<file path="config.mk">
export PLATFORM = sky130hd
export DESIGN_NAME = pfs_top
export DESIGN_NICKNAME = d
export VERILOG_FILES = /design/src/rtl/pfs_pkg.sv /design/src/rtl/pfs_timer.sv /design/src/rtl/pfs_fsm.sv /design/src/rtl/pfs_top.sv
export SDC_FILE = /design/constraint.sdc
export NUM_CORES = 1
export LEC_CHECK = 0
export BUFFER_PORTS_ARGS = -buffer_cell sky130_fd_sc_hd__buf_2
export CAP_MARGIN = 25
export CORE_MARGIN = 8
export CORE_UTILIZATION = 45
export CTS_CLUSTER_SIZE = 16
export DETAILED_ROUTE_END_ITERATION = 8
export PLACE_DENSITY_LB_ADDON = 0.05
export SYNTH_ARGS = -nofsm -noshare
export SYNTH_HDL_FRONTEND = slang
export SYNTH_SLANG_ARGS = --single-unit
export TNS_END_PERCENT = 10
</file>
<file path="constraint.sdc">
create_clock -name clk -period 3.3 [get_ports clk]
set_clock_uncertainty 0.05 [all_clocks]
set_input_delay 0 -clock clk [delete_from_list [all_inputs] [get_ports clk]]
set_output_delay 0 -clock clk [all_outputs]
set_load 0.02 [all_outputs]
</file>
<file path="src/rtl/pfs_pkg.sv">
package pfs_pkg;

  typedef enum logic [1:0] {
    MODE_NORMAL = 2'b00,
    MODE_FULL   = 2'b01,
    MODE_OFF    = 2'b10,
    MODE_WAIT   = 2'b11
  } fan_mode_e;

  // Next-mode rule: a bus access always wins, then the timeout, then the rail.
  function automatic fan_mode_e next_mode(input fan_mode_e cur,
                                          input logic      bus,
                                          input logic      expire,
                                          input logic      vok);
    fan_mode_e nxt;
    nxt = cur;
    case (cur)
      MODE_WAIT: begin
        if (bus)         nxt = MODE_NORMAL;
        else if (expire) nxt = vok ? MODE_FULL : MODE_OFF;
      end
      MODE_FULL: begin
        if (bus)         nxt = MODE_NORMAL;
        else if (!vok)   nxt = MODE_OFF;
      end
      MODE_OFF: begin
        if (bus)         nxt = MODE_NORMAL;
        else if (vok)    nxt = MODE_FULL;
      end
      default:           nxt = MODE_NORMAL;
    endcase
    return nxt;
  endfunction

endpackage

</file>
<file path="src/rtl/pfs_timer.sv">
module pfs_timer #(
  parameter int LIMIT = 4096
) (
  input  logic clk,
  input  logic rst_n,
  input  logic run,
  input  logic tick,
  output logic expire
);
  localparam int CW = (LIMIT > 1) ? $clog2(LIMIT) : 1;
  localparam logic [CW-1:0] LAST = CW'(LIMIT - 1);

  logic [CW-1:0] cnt_q;
  logic          step;

  assign step   = run & tick;
  assign expire = step & (cnt_q == LAST);

  always_ff @(posedge clk) begin
    if (!rst_n)
      cnt_q <= '0;
    else if (step && cnt_q != LAST)
      cnt_q <= cnt_q + 1'b1;
  end

  AST_CNT_BOUND: assert property (@(posedge clk) disable iff (!rst_n)
    cnt_q <= LAST) else $error("window counter past limit");

  AST_IDLE_HOLD: assert property (@(posedge clk) disable iff (!rst_n)
    !step |=> $stable(cnt_q)) else $error("window moved without tick");

endmodule

</file>
<file path="src/rtl/pfs_fsm.sv">
module pfs_fsm
  import pfs_pkg::*;
(
  input  logic      clk,
  input  logic      rst_n,
  input  logic      bus_hit,
  input  logic      expire,
  input  logic      vcore_ok,
  output fan_mode_e mode_q,
  output logic      waiting
);
  fan_mode_e mode_d;

  assign mode_d  = next_mode(mode_q, bus_hit, expire, vcore_ok);
  assign waiting = (mode_q == MODE_WAIT);

  always_ff @(posedge clk) begin
    if (!rst_n) mode_q <= MODE_WAIT;
    else        mode_q <= mode_d;
  end

  AST_BUS_WINS: assert property (@(posedge clk) disable iff (!rst_n)
    bus_hit |=> mode_q == MODE_NORMAL) else $error("bus access ignored");

  AST_NO_EARLY_EXIT: assert property (@(posedge clk) disable iff (!rst_n)
    (mode_q == MODE_WAIT && !bus_hit && !expire) |=> mode_q == MODE_WAIT)
    else $error("left window early");

  AST_TIMEOUT_SPLIT: assert property (@(posedge clk) disable iff (!rst_n)
    (mode_q == MODE_WAIT && expire && !bus_hit) |=>
      mode_q == ($past(vcore_ok) ? MODE_FULL : MODE_OFF))
    else $error("wrong timeout outcome");

  AST_FULL_TO_OFF: assert property (@(posedge clk) disable iff (!rst_n)
    (mode_q == MODE_FULL && !bus_hit && !vcore_ok) |=> mode_q == MODE_OFF)
    else $error("full did not drop to off");

  AST_OFF_TO_FULL: assert property (@(posedge clk) disable iff (!rst_n)
    (mode_q == MODE_OFF && !bus_hit && vcore_ok) |=> mode_q == MODE_FULL)
    else $error("off did not return to full");

  AST_NORMAL_STICKY: assert property (@(posedge clk) disable iff (!rst_n)
    mode_q == MODE_NORMAL |=> mode_q == MODE_NORMAL)
    else $error("left normal");

endmodule

</file>
<file path="src/rtl/pfs_top.sv">
module pfs_top #(
  parameter int TIMEOUT_TICKS = 4096
) (
  input  logic       clk,
  input  logic       rst_n,
  input  logic       vcore_ok,
  input  logic       bus_hit,
  input  logic       tick,
  output logic [1:0] fan_mode,
  output logic       regs_ready
);
  import pfs_pkg::*;

  fan_mode_e mode_q;
  logic      waiting;
  logic      expire;

  pfs_timer #(.LIMIT(TIMEOUT_TICKS)) u_timer (
    .clk    (clk),
    .rst_n  (rst_n),
    .run    (waiting),
    .tick   (tick),
    .expire (expire)
  );

  pfs_fsm u_fsm (
    .clk      (clk),
    .rst_n    (rst_n),
    .bus_hit  (bus_hit),
    .expire   (expire),
    .vcore_ok (vcore_ok),
    .mode_q   (mode_q),
    .waiting  (waiting)
  );

  assign fan_mode   = mode_q;
  assign regs_ready = (mode_q == MODE_NORMAL);

  AST_RESET_WAIT: assert property (@(posedge clk)
    !rst_n |=> fan_mode == 2'b11) else $error("reset not waiting");

  AST_READY_NEEDS_BUS: assert property (@(posedge clk) disable iff (!rst_n)
    $rose(regs_ready) |-> $past(bus_hit)) else $error("ready without bus");

endmodule

</file>
# Word-level counts from Yosys, hierarchy flattened
# Cells that the tools add are included.
word_totals:
  wordCells: 24
  inputBits: 5
  reg_bits: 14
  output_inout_bits: 3
classes:
  reduce_logical: 3
  mux: 8
  eq_ne: 8
  addsub: 1
  bitwise_logic: 2
op_table:
  columns: ["cell", "count"]
  rows:
  - ["two-way mux 2 bit", 7]
  - ["adder 12 x 1 -> 12 bit, second input constant", 1]
  - ["== test 12 bit, second input constant", 1]
  - ["!= test 12 bit, second input constant", 1]
  - ["!= test 3 bit, second input constant", 3]
  - ["one-hot mux 2 bit (3 select lines)", 1]
  - ["== test 2 bit, second input constant", 2]
  - ["AND reduction 3 bit", 1]
  - ["bitwise AND 1 bit", 2]
  - ["== test 2 x 1 -> 1 bit, second input constant", 1]
  - ["logical NOT 2 bit", 1]
  - ["logical AND 1 bit", 1]

# Longest topological paths before layout
# Gate-level depths: netlist of run 1.
depth:
  ltp_word: 6
  depth_mapped: 5
  mapped_depth_nobuf: 5

# By module
# From an unflattened synthesis of run 1, not the netlist that was laid out.
hier_totals:
  cells_unflattened: 82
  hier_area_um2: 735.7
modules_own_cells:
  columns: ["module", "area_each_um2", "cells_each", "n_inst", "seq_area_each_um2"]
  rows:
  - ["pfs_timer", 640.6, 71, 1, 240.2]
  - ["pfs_fsm", 91.3, 10, 1, 40.0]
  - ["pfs_top", 3.8, 1, 1, 0.0]

# Worst setup path after synthesis of run 1
# No wires, ideal clock.
synth_path:
  path_kind: "flip-flop to flip-flop"
  startpoint: "register u_fsm.mode_q[1]"
  endpoint: "register u_timer.cnt_q[7]"
  required_ns: 3.180
  n_path_buf: 1
  setup_time_ns: 0.070
  setup_slack_ns: 1.635
  stages_incl_launch_ff: 6
  period_less_slack_ns: 1.665
  t_arrival_ns: 1.545
  cell_sequence: "dfxtp_1 -> nand2_1 -> or2_0 -> buf_6 -> or4_1 -> a21boi_1"
synth_between:
  elab_chain_len: 3
synth_rtl:
  columns: ["item", "line", "source"]
  rows:
  - ["from (decl)", "pfs_fsm.sv:9", "output fan_mode_e mode_q,"]
  - ["from (signal assigned)", "pfs_fsm.sv:19", "else mode_q <= mode_d;"]
  - ["== test 2 bit", "pfs_fsm.sv:15", "assign waiting = (mode_q == MODE_WAIT);"]
  - ["bitwise AND 1 bit", "pfs_timer.sv:16", "assign step = run & tick;"]
  - ["logical AND 1 bit", "pfs_timer.sv:22", "else if (step && cnt_q != LAST)"]
  - ["to (signal assigned)", "pfs_timer.sv:23", "cnt_q <= cnt_q + 1'b1;"]
  - ["to (decl)", "pfs_timer.sv:13", "logic [CW-1:0] cnt_q;"]
# No other way between the ends.
# A chain may end at the register's enable or synchronous reset.

# Worst setup path after layout of run 1
layout_path:
  startpoint: "register u_timer.cnt_q[8]"
  endpoint: "register u_fsm.mode_q[1]"
layout_between:
  elab_chain_len: 4
layout_rtl:
  columns: ["item", "line", "source"]
  rows:
  - ["== test 12 bit", "pfs_timer.sv:17", "assign expire = step & (cnt_q == LAST);"]
  - ["bitwise AND 1 bit", "pfs_timer.sv:17", null]
  - ["!= test 3 bit (no line)", null, null]
  - ["AND reduction 3 bit (no line)", null, null]
# No other way between the ends.

==> results of run 1 <==
## cell families after synthesis
group / count (synthesis) / share of synthesized area [%]
flops: 14 / 37.33
simple gates: 37 / 30.50
buf+inv: 5 / 3.499
xor+xnor: 3 / 3.501
fa+ha+maj: 1 / 1.666
compound gates: 18 / 19.50
mux: 3 / 4.000
## cell type report
cell class | instances | area, sq um | share of cell area, %
Timing Repair Buffer | 10 | 65.06 | 7.750
Tap cell | 16 | 20.02 | 2.385
Inverter | 2 | 7.507 | 0.8942
Multi-Input combinational cell | 62 | 444.2 | 52.91
Sequential cell | 14 | 280.3 | 33.38
Clock buffer | 3 | 22.52 | 2.683
## per-layer routing
| metal | up-vias | part of all wire, % | global-route usage [%] |
|---|---|---|---|
| met5 | - | 0 | 0 |
| met4 | 0 | 0.92 | 2.349 |
| met3 | 2 | 5.3 | 4.719 |
| met2 | 10 | 45 | 14.58 |
| met1 | 305 | 49 | 12.12 |
| li1 | 329 | - | - |
## critical path, stage by stage (launching register included)
cell	delay, ns
dfxtp_1	0.44
nand4_2	0.26
nor4_4	0.43
a31o_2	0.22
o31ai_1	0.07
dlygate4sd3_1	0.55
## timing repair
| item | 4_1_cts | 5_1_grt |
|---|---|---|
| endpoints found under the hold margin | 2 | 0 |
| gates resized for setup | 0 | 0 |
| hold buffers | 3 | 0 |
## layout by cell type, fill, tap and decap left out, types with 2 or more instances in the layout
master | netlist | final
a21boi_1 | 3 | 3
and2_1 | 4 | 4
buf_2 | 0 | 7
clkbuf_4 | 0 | 3
dfxtp_1 | 14 | 14
dlygate4sd3_1 | 0 | 3
inv_1 | 2 | 2
mux2i_1 | 3 | 3
nand2_1 | 10 | 10
nand2b_1 | 3 | 3
nand3_1 | 3 | 3
nand4_1 | 2 | 2
nor2_1 | 2 | 2
nor3_1 | 2 | 2
nor3b_1 | 2 | 2
o21a_1 | 2 | 2
o311ai_1 | 2 | 2
o31ai_1 | 5 | 5
or4_1 | 3 | 3
xnor2_1 | 3 | 3
## flip-flops by register name, indices dropped and copies added (netlist names)
name / count
u_fsm.mode_q: 2
u_timer.cnt_q: 12
## power groups by stage
stage	Sequential [mW]	Combinational, mW	Clock [mW]
2_1_floorplan	0.183	0.0156	0
3_3_place_gp	0.181	0.0259	0
3_5_place_dp	0.181	0.0265	0
4_1_cts	0.177	0.0295	0.0962
5_1_grt	0.177	0.0332	0.106
6_report	0.177	0.0294	0.0940
## Yosys cell counts
library cell,instances
a21boi_1,3
nor3_1,2
and4_2,1
or4_1,3
o41ai_1,1
o211ai_1,1
inv_1,2
buf_6,1
ha_1,1
o31a_2,1
o311ai_1,2
mux2i_1,3
nand3_1,3
nand2b_1,3
clkbuf_1,1
and4_1,1
nand4_2,1
a31o_2,1
o211a_1,1
o21a_1,2
or3_1,1
nor4_4,1
nor3b_1,2
buf_1,1
dfxtp_1,14
nand4_1,2
xnor2_1,3
and2_1,4
nor2_1,2
nand2_1,10
o31ai_1,5
or2_0,1
o2111ai_1,1
## final timing paths
kind / startpoint / endpoint / cells after the start
setup reg to reg: u_timer.cnt_q[8]$_SDFFE_PN0P_ / u_fsm.mode_q[1]$_SDFFE_PN1P_ / 5
hold / removal: tick / u_fsm.mode_q[0]$_SDFFE_PN1P_ / 3
hold reg to reg: u_timer.cnt_q[1]$_SDFFE_PN0P_ / u_timer.cnt_q[1]$_SDFFE_PN0P_ / 2
setup / recovery: u_timer.cnt_q[8]$_SDFFE_PN0P_ / u_fsm.mode_q[1]$_SDFFE_PN1P_ / 5
## metrics by stage
stage               area [sq um]  cells  worst slack (ns)  utilization [%]
floorplan                  750.7     81             1.635                -
global placement           787.0    101             1.610            51.06
detailed placement         787.0    101             1.598            51.06
CTS                        839.6    107             1.170            54.46
global route               839.6    107             1.034            54.46
finish                     839.6    107             1.173            54.46
==> impl_metrics.csv, run 1 <==
group,metric,value,unit
final_layout,final_layout_size_suffix_gt1_share,16.48,%
timing,fin_crit_sh,64.46,%
floorplanning,rows,14,
min_path,min_path_type,"input port to flip-flop",
worst_setup_path,cp-end-kind,"flip-flop",
drt,firstDrtPassIters,6,
timing,slew_headroom,60.59,%
clock_network,cts.clk_slew.worst_paths,0.07,ns
timing,whs,0.02510,ns
yosys,syn_area,750.7,sq um
drt,via_per_inst,6.037,
flow_run,cap_violations,0,
power,p_leak,0.3196,nW
clock_network,ctsRootBufferMaster,"clkbuf_4",
grt,grt_max_degree,19,
yosys,synth_fp_nets,87,
grt,overflow,0,
worst_setup_path,startpoint_type,"flip-flop",
final_layout,num_antenna_cells,0,
timing,hold_viol_final,0,
placement,place.gp.congestion,0.7307,
grt,grt_pass1_wl,2635,um
yosys,syn_inst,81,
floorplanning,fp.coreArea,0.001541,sq mm
timing,fin_setup_tns,0,ns
timing,setup_viol,0,
final_layout,syn_to_final_growth,11.83,%
power,sw_frac_of_total,23.65,%
drt,routed_wl,1415,um
outcome,status,"finished, final reports clean",
timing,slew_viol_final,0,
grt,grt_util_all_layers,9.725,%
power,power.total,300.0,uW
power,ir_drop,0.2001,mV
power,seqPwrFrac,58.9,%
worst_setup_path,ff2ff_setup_slack,1.17,ns
timing,worstMarginPinSlew,0.5866,ns
worst_setup_path,path_max_fanout,7,
timing,fmax,0.4701,GHz
placement,io_buffers,7,
yosys,ys_ff_latch,14,
drt,initialDrtViolationCount,15,
clock_network,clk_latency,0.28,ns
clock_network,cts_sinks,14,
yosys,yosysTopAreaCell,"dfxtp_1",
floorplanning,start_util,48.70,%
clock_network,cts_made_buffers,3,
worst_setup_path,required,3.42,ns
clock_network,cts.path.max_buffers,2,
yosys,yosys_warnings,0,
clock_network,cts_max_level,1,
grt,grt_pass1_vias,612,
yosys,syn_avg_cell_area,9.268,sq um
clock_network,post-cts-setup-buffers,0,
clock_network,cts_tree,"done",
power,pwr-share-clk,31.3,%
power,powerDensity,357.3,mW/mm^2
floorplanning,die_h,56.85,um
worst_setup_path,critPathArrivalTime,2.24,ns
final_layout,nFillCells,144,
floorplanning,chipWidth,56.85,um
placement,dp_hpwl,1024,um
final_layout,fin_nets,99,
power,internal_power,229.1,uW
grt,antenna_found_initial,0,
worst_setup_path,crit_type,"flip-flop to flip-flop",
drt,drtAntennaViolNets,0,
yosys,synth_top_area_share,37.33,%
floorplanning,ios,8,
drt,drc,0,
floorplanning,dieArea,0.003231,sq mm
drt,vias,646,
yosys,synth.distinct_cells,33,
yosys,ys_top_cells_by_area,"dfxtp_1 37%, nand2_1 5.0%, o31ai_1 5.0%",
power,power_frac_comb,9.8,%
timing,period_needed,2.127,ns
yosys,ys_seq_area_share,37.33,%
timing,rsz0062_at_grt,"no",
drt,wl_per_cell,13.22,um
power,p_sw,70.95,uW
(Power assumes the default switching activity.)
==> run 2: changes to the inputs <==
Clock period 3.3 ns to 1.7 ns, I/O delays scaled along.
==> run 2 against run 1 <==
Register-to-register slack got worse by 1.1 ns. Maximum frequency increased by 32%. Clock-buffer cell count increased by 1. Wire length increased by 8.2%. Clock power increased to 2.6 times the previous value. Power increased by 120%. Design area increased by 11%. Via count increased by 1.7%. Global-route usage increased by 0.71 points. Sequential share of layout area decreased by 3.2 points. Largest power group unchanged. Critical path type unchanged. Worst hold slack improved by 0.019 ns. Critical endpoint is now u_timer.cnt_q[11]$_SDFFE_PN0P_. Highest routed layer unchanged. Critical path depth decreased by 1.
==> impl_metrics.csv, run 2 (synthesized netlist as in run 1, its figures left out) <==
group,metric,value,unit
floorplanning,fp.coreArea,0.001541,sq mm
power,p_sw,152.8,uW
placement,dp_hpwl,1094,um
power,p_leak,0.3862,nW
timing,fin_crit_sh,94.48,%
final_layout,fin_nets,107,
timing,worstMarginPinSlew,0.4027,ns
worst_setup_path,reg2reg_depth,4,
grt,grt_pass1_wl,2746,um
min_path,min_path_cells,2,
worst_setup_path,required,1.82,ns
clock_network,cts.clk_slew.worst_paths,0.09,ns
timing,slew_headroom,73.10,%
power,pwr-share-clk,37.7,%
timing,fmax,0.6226,GHz
worst_setup_path,path_max_fanout,5,
floorplanning,die_h,56.85,um
final_layout,final_cell_mix,"14 x dfxtp_1, 10 x nand2_1, 8 x buf_4",
clock_network,cts_max_level,1,
placement,place.gp.congestion,0.7487,
floorplanning,start_util,48.70,%
grt,grt_util_all_layers,10.44,%
power,seqPwrFrac,52.6,%
final_layout,reg_top3,"u_timer.cnt_q x12, u_fsm.mode_q x2",
clock_network,cts.path.max_buffers,2,
worst_setup_path,crit_type,"flip-flop to flip-flop",
power,internal_power,497.7,uW
worst_setup_path,path_cells,"nand4_1 -> or3_1 -> o311ai_1 -> o41ai_1",
worst_setup_path,slowest_delay,0.41,ns
flow_run,cap_violations,0,
power,powerDensity,699.7,mW/mm^2
worst_setup_path,timing.rr.start,"u_timer.cnt_q[2]$_SDFFE_PN0P_",
drt,firstDrtPassIters,4,
final_layout,num_antenna_cells,0,
final_layout,nFillCells,145,
timing,period_needed,1.606,ns
clock_network,cts_sinks,14,
worst_setup_path,critPathArrivalTime,1.73,ns
floorplanning,ios,8,
clock_network,clk_latency,0.28,ns
worst_setup_path,cp-end-kind,"flip-flop",
min_path,min_path_type,"input port to flip-flop",
drt,initialDrtViolationCount,11,
floorplanning,chipWidth,56.85,um
worst_setup_path,crit_path_start,"u_timer.cnt_q[2]$_SDFFE_PN0P_",
final_layout,final_layout_size_suffix_gt1_share,26.00,%
min_path,hp-start,"rst_n",
timing,rsz0062_at_grt,"yes",
timing,hold_viol_final,0,
worst_setup_path,startpoint_type,"flip-flop",
drt,vias,657,
power,sw_frac_of_total,23.49,%
power,power_frac_comb,9.7,%
clock_network,cts_tree,"done",
power,ir_drop,0.4171,mV
timing,slew_viol_final,0,
clock_network,ctsRootBufferMaster,"clkbuf_4",
drt,drc,0,
final_layout,largest_reg_flops,12,
timing,fin_setup_tns,0,ns
drt,via_per_inst,5.664,
worst_setup_path,slowest_stage,"dfxtp_1",
drt,drtAntennaViolNets,0,
clock_network,cts_made_buffers,3,
final_layout,top_register,"u_timer.cnt_q",
timing,setup_viol,0,
placement,place_inst,107,
grt,grt_max_degree,19,
final_layout,stdcell_count,116,
grt,grt_pass1_vias,670,
floorplanning,rows,14,
final_layout,layout_commonest_cell,"dfxtp_1",
grt,overflow,0,
outcome,status,"finished, final reports clean",
drt,wl_per_cell,13.20,um
grt,antenna_found_initial,0,
floorplanning,dieArea,0.003231,sq mm
placement,io_buffers,7,
final_layout,syn_to_final_growth,23.83,%
drt,routed_wl,1531,um
-- run 2: metal layers --
metal / up-vias / global-route usage, % / wire (um)
li1: 344 / - / -
met3: 4 / 4.494 / 75
met5: - / 0 / 0
met1: 295 / 12.21 / 768
met4: 0 / 5.034 / 31
met2: 14 / 15.83 / 655
-- run 2: final timing paths --
path                                                  endpoint  slack [ns]
worst max-delay path            u_timer.cnt_q[11]$_SDFFE_PN0P_        0.09
worst min-delay path             u_timer.cnt_q[8]$_SDFFE_PN0P_        0.04
worst max register to register  u_timer.cnt_q[11]$_SDFFE_PN0P_        0.09
worst min register to register   u_timer.cnt_q[1]$_SDFFE_PN0P_        0.44
-- run 2: area by class of cell --
class	count	area (sq um)	area share, %
inverter	2	7.507	0.8075
sequential	14	280.3	30.15
timing repair buffer	18	125.1	13.46
tap	16	20.02	2.153
clock buffer	4	36.28	3.903
multi-input combinational	62	460.4	49.53
-- run 2: timing repair --
action / in CTS / in global routing
resized for setup: 0 / 4
endpoints found under the hold margin: 2 / 0
setup endpoints to repair: 0 / 5
hold buffers: 3 / 0
setup buffers: 0 / 2
-- run 2: power by group through the flow --
stage,Clock [mW],Combinational (mW),Sequential [mW]
after global placement,0,0.0581,0.350
after global routing,0.273,0.0696,0.345
after detailed placement,0,0.0587,0.350
after floorplan,0,0.0304,0.355
final,0.245,0.0631,0.342
after CTS,0.255,0.0641,0.343
-- run 2: worst max-delay path, delay by kind of cell (launching register included) --
kind / cells / cell delay [ns]
simple gates: 2 / 0.68
flops: 1 / 0.41
compound gates: 2 / 0.36
-- run 2: stage by stage --
stage	hold slack (ns)	setup WS (ns)	power [mW]	cell area [sq um]	utilization, %
3_5_place_dp	0.1584	0.04510	0.4086	832.0	53.98
3_3_place_gp	0.1546	0.04992	0.4077	832.0	53.98
6_report	0.04446	0.09392	0.6505	929.6	60.31
5_1_grt	0.05572	-0.008900	0.6870	929.6	60.31
2_1_floorplan	0.05346	0.03543	0.3851	750.7	-
4_1_cts	0.04565	0.02123	0.6620	898.4	58.28
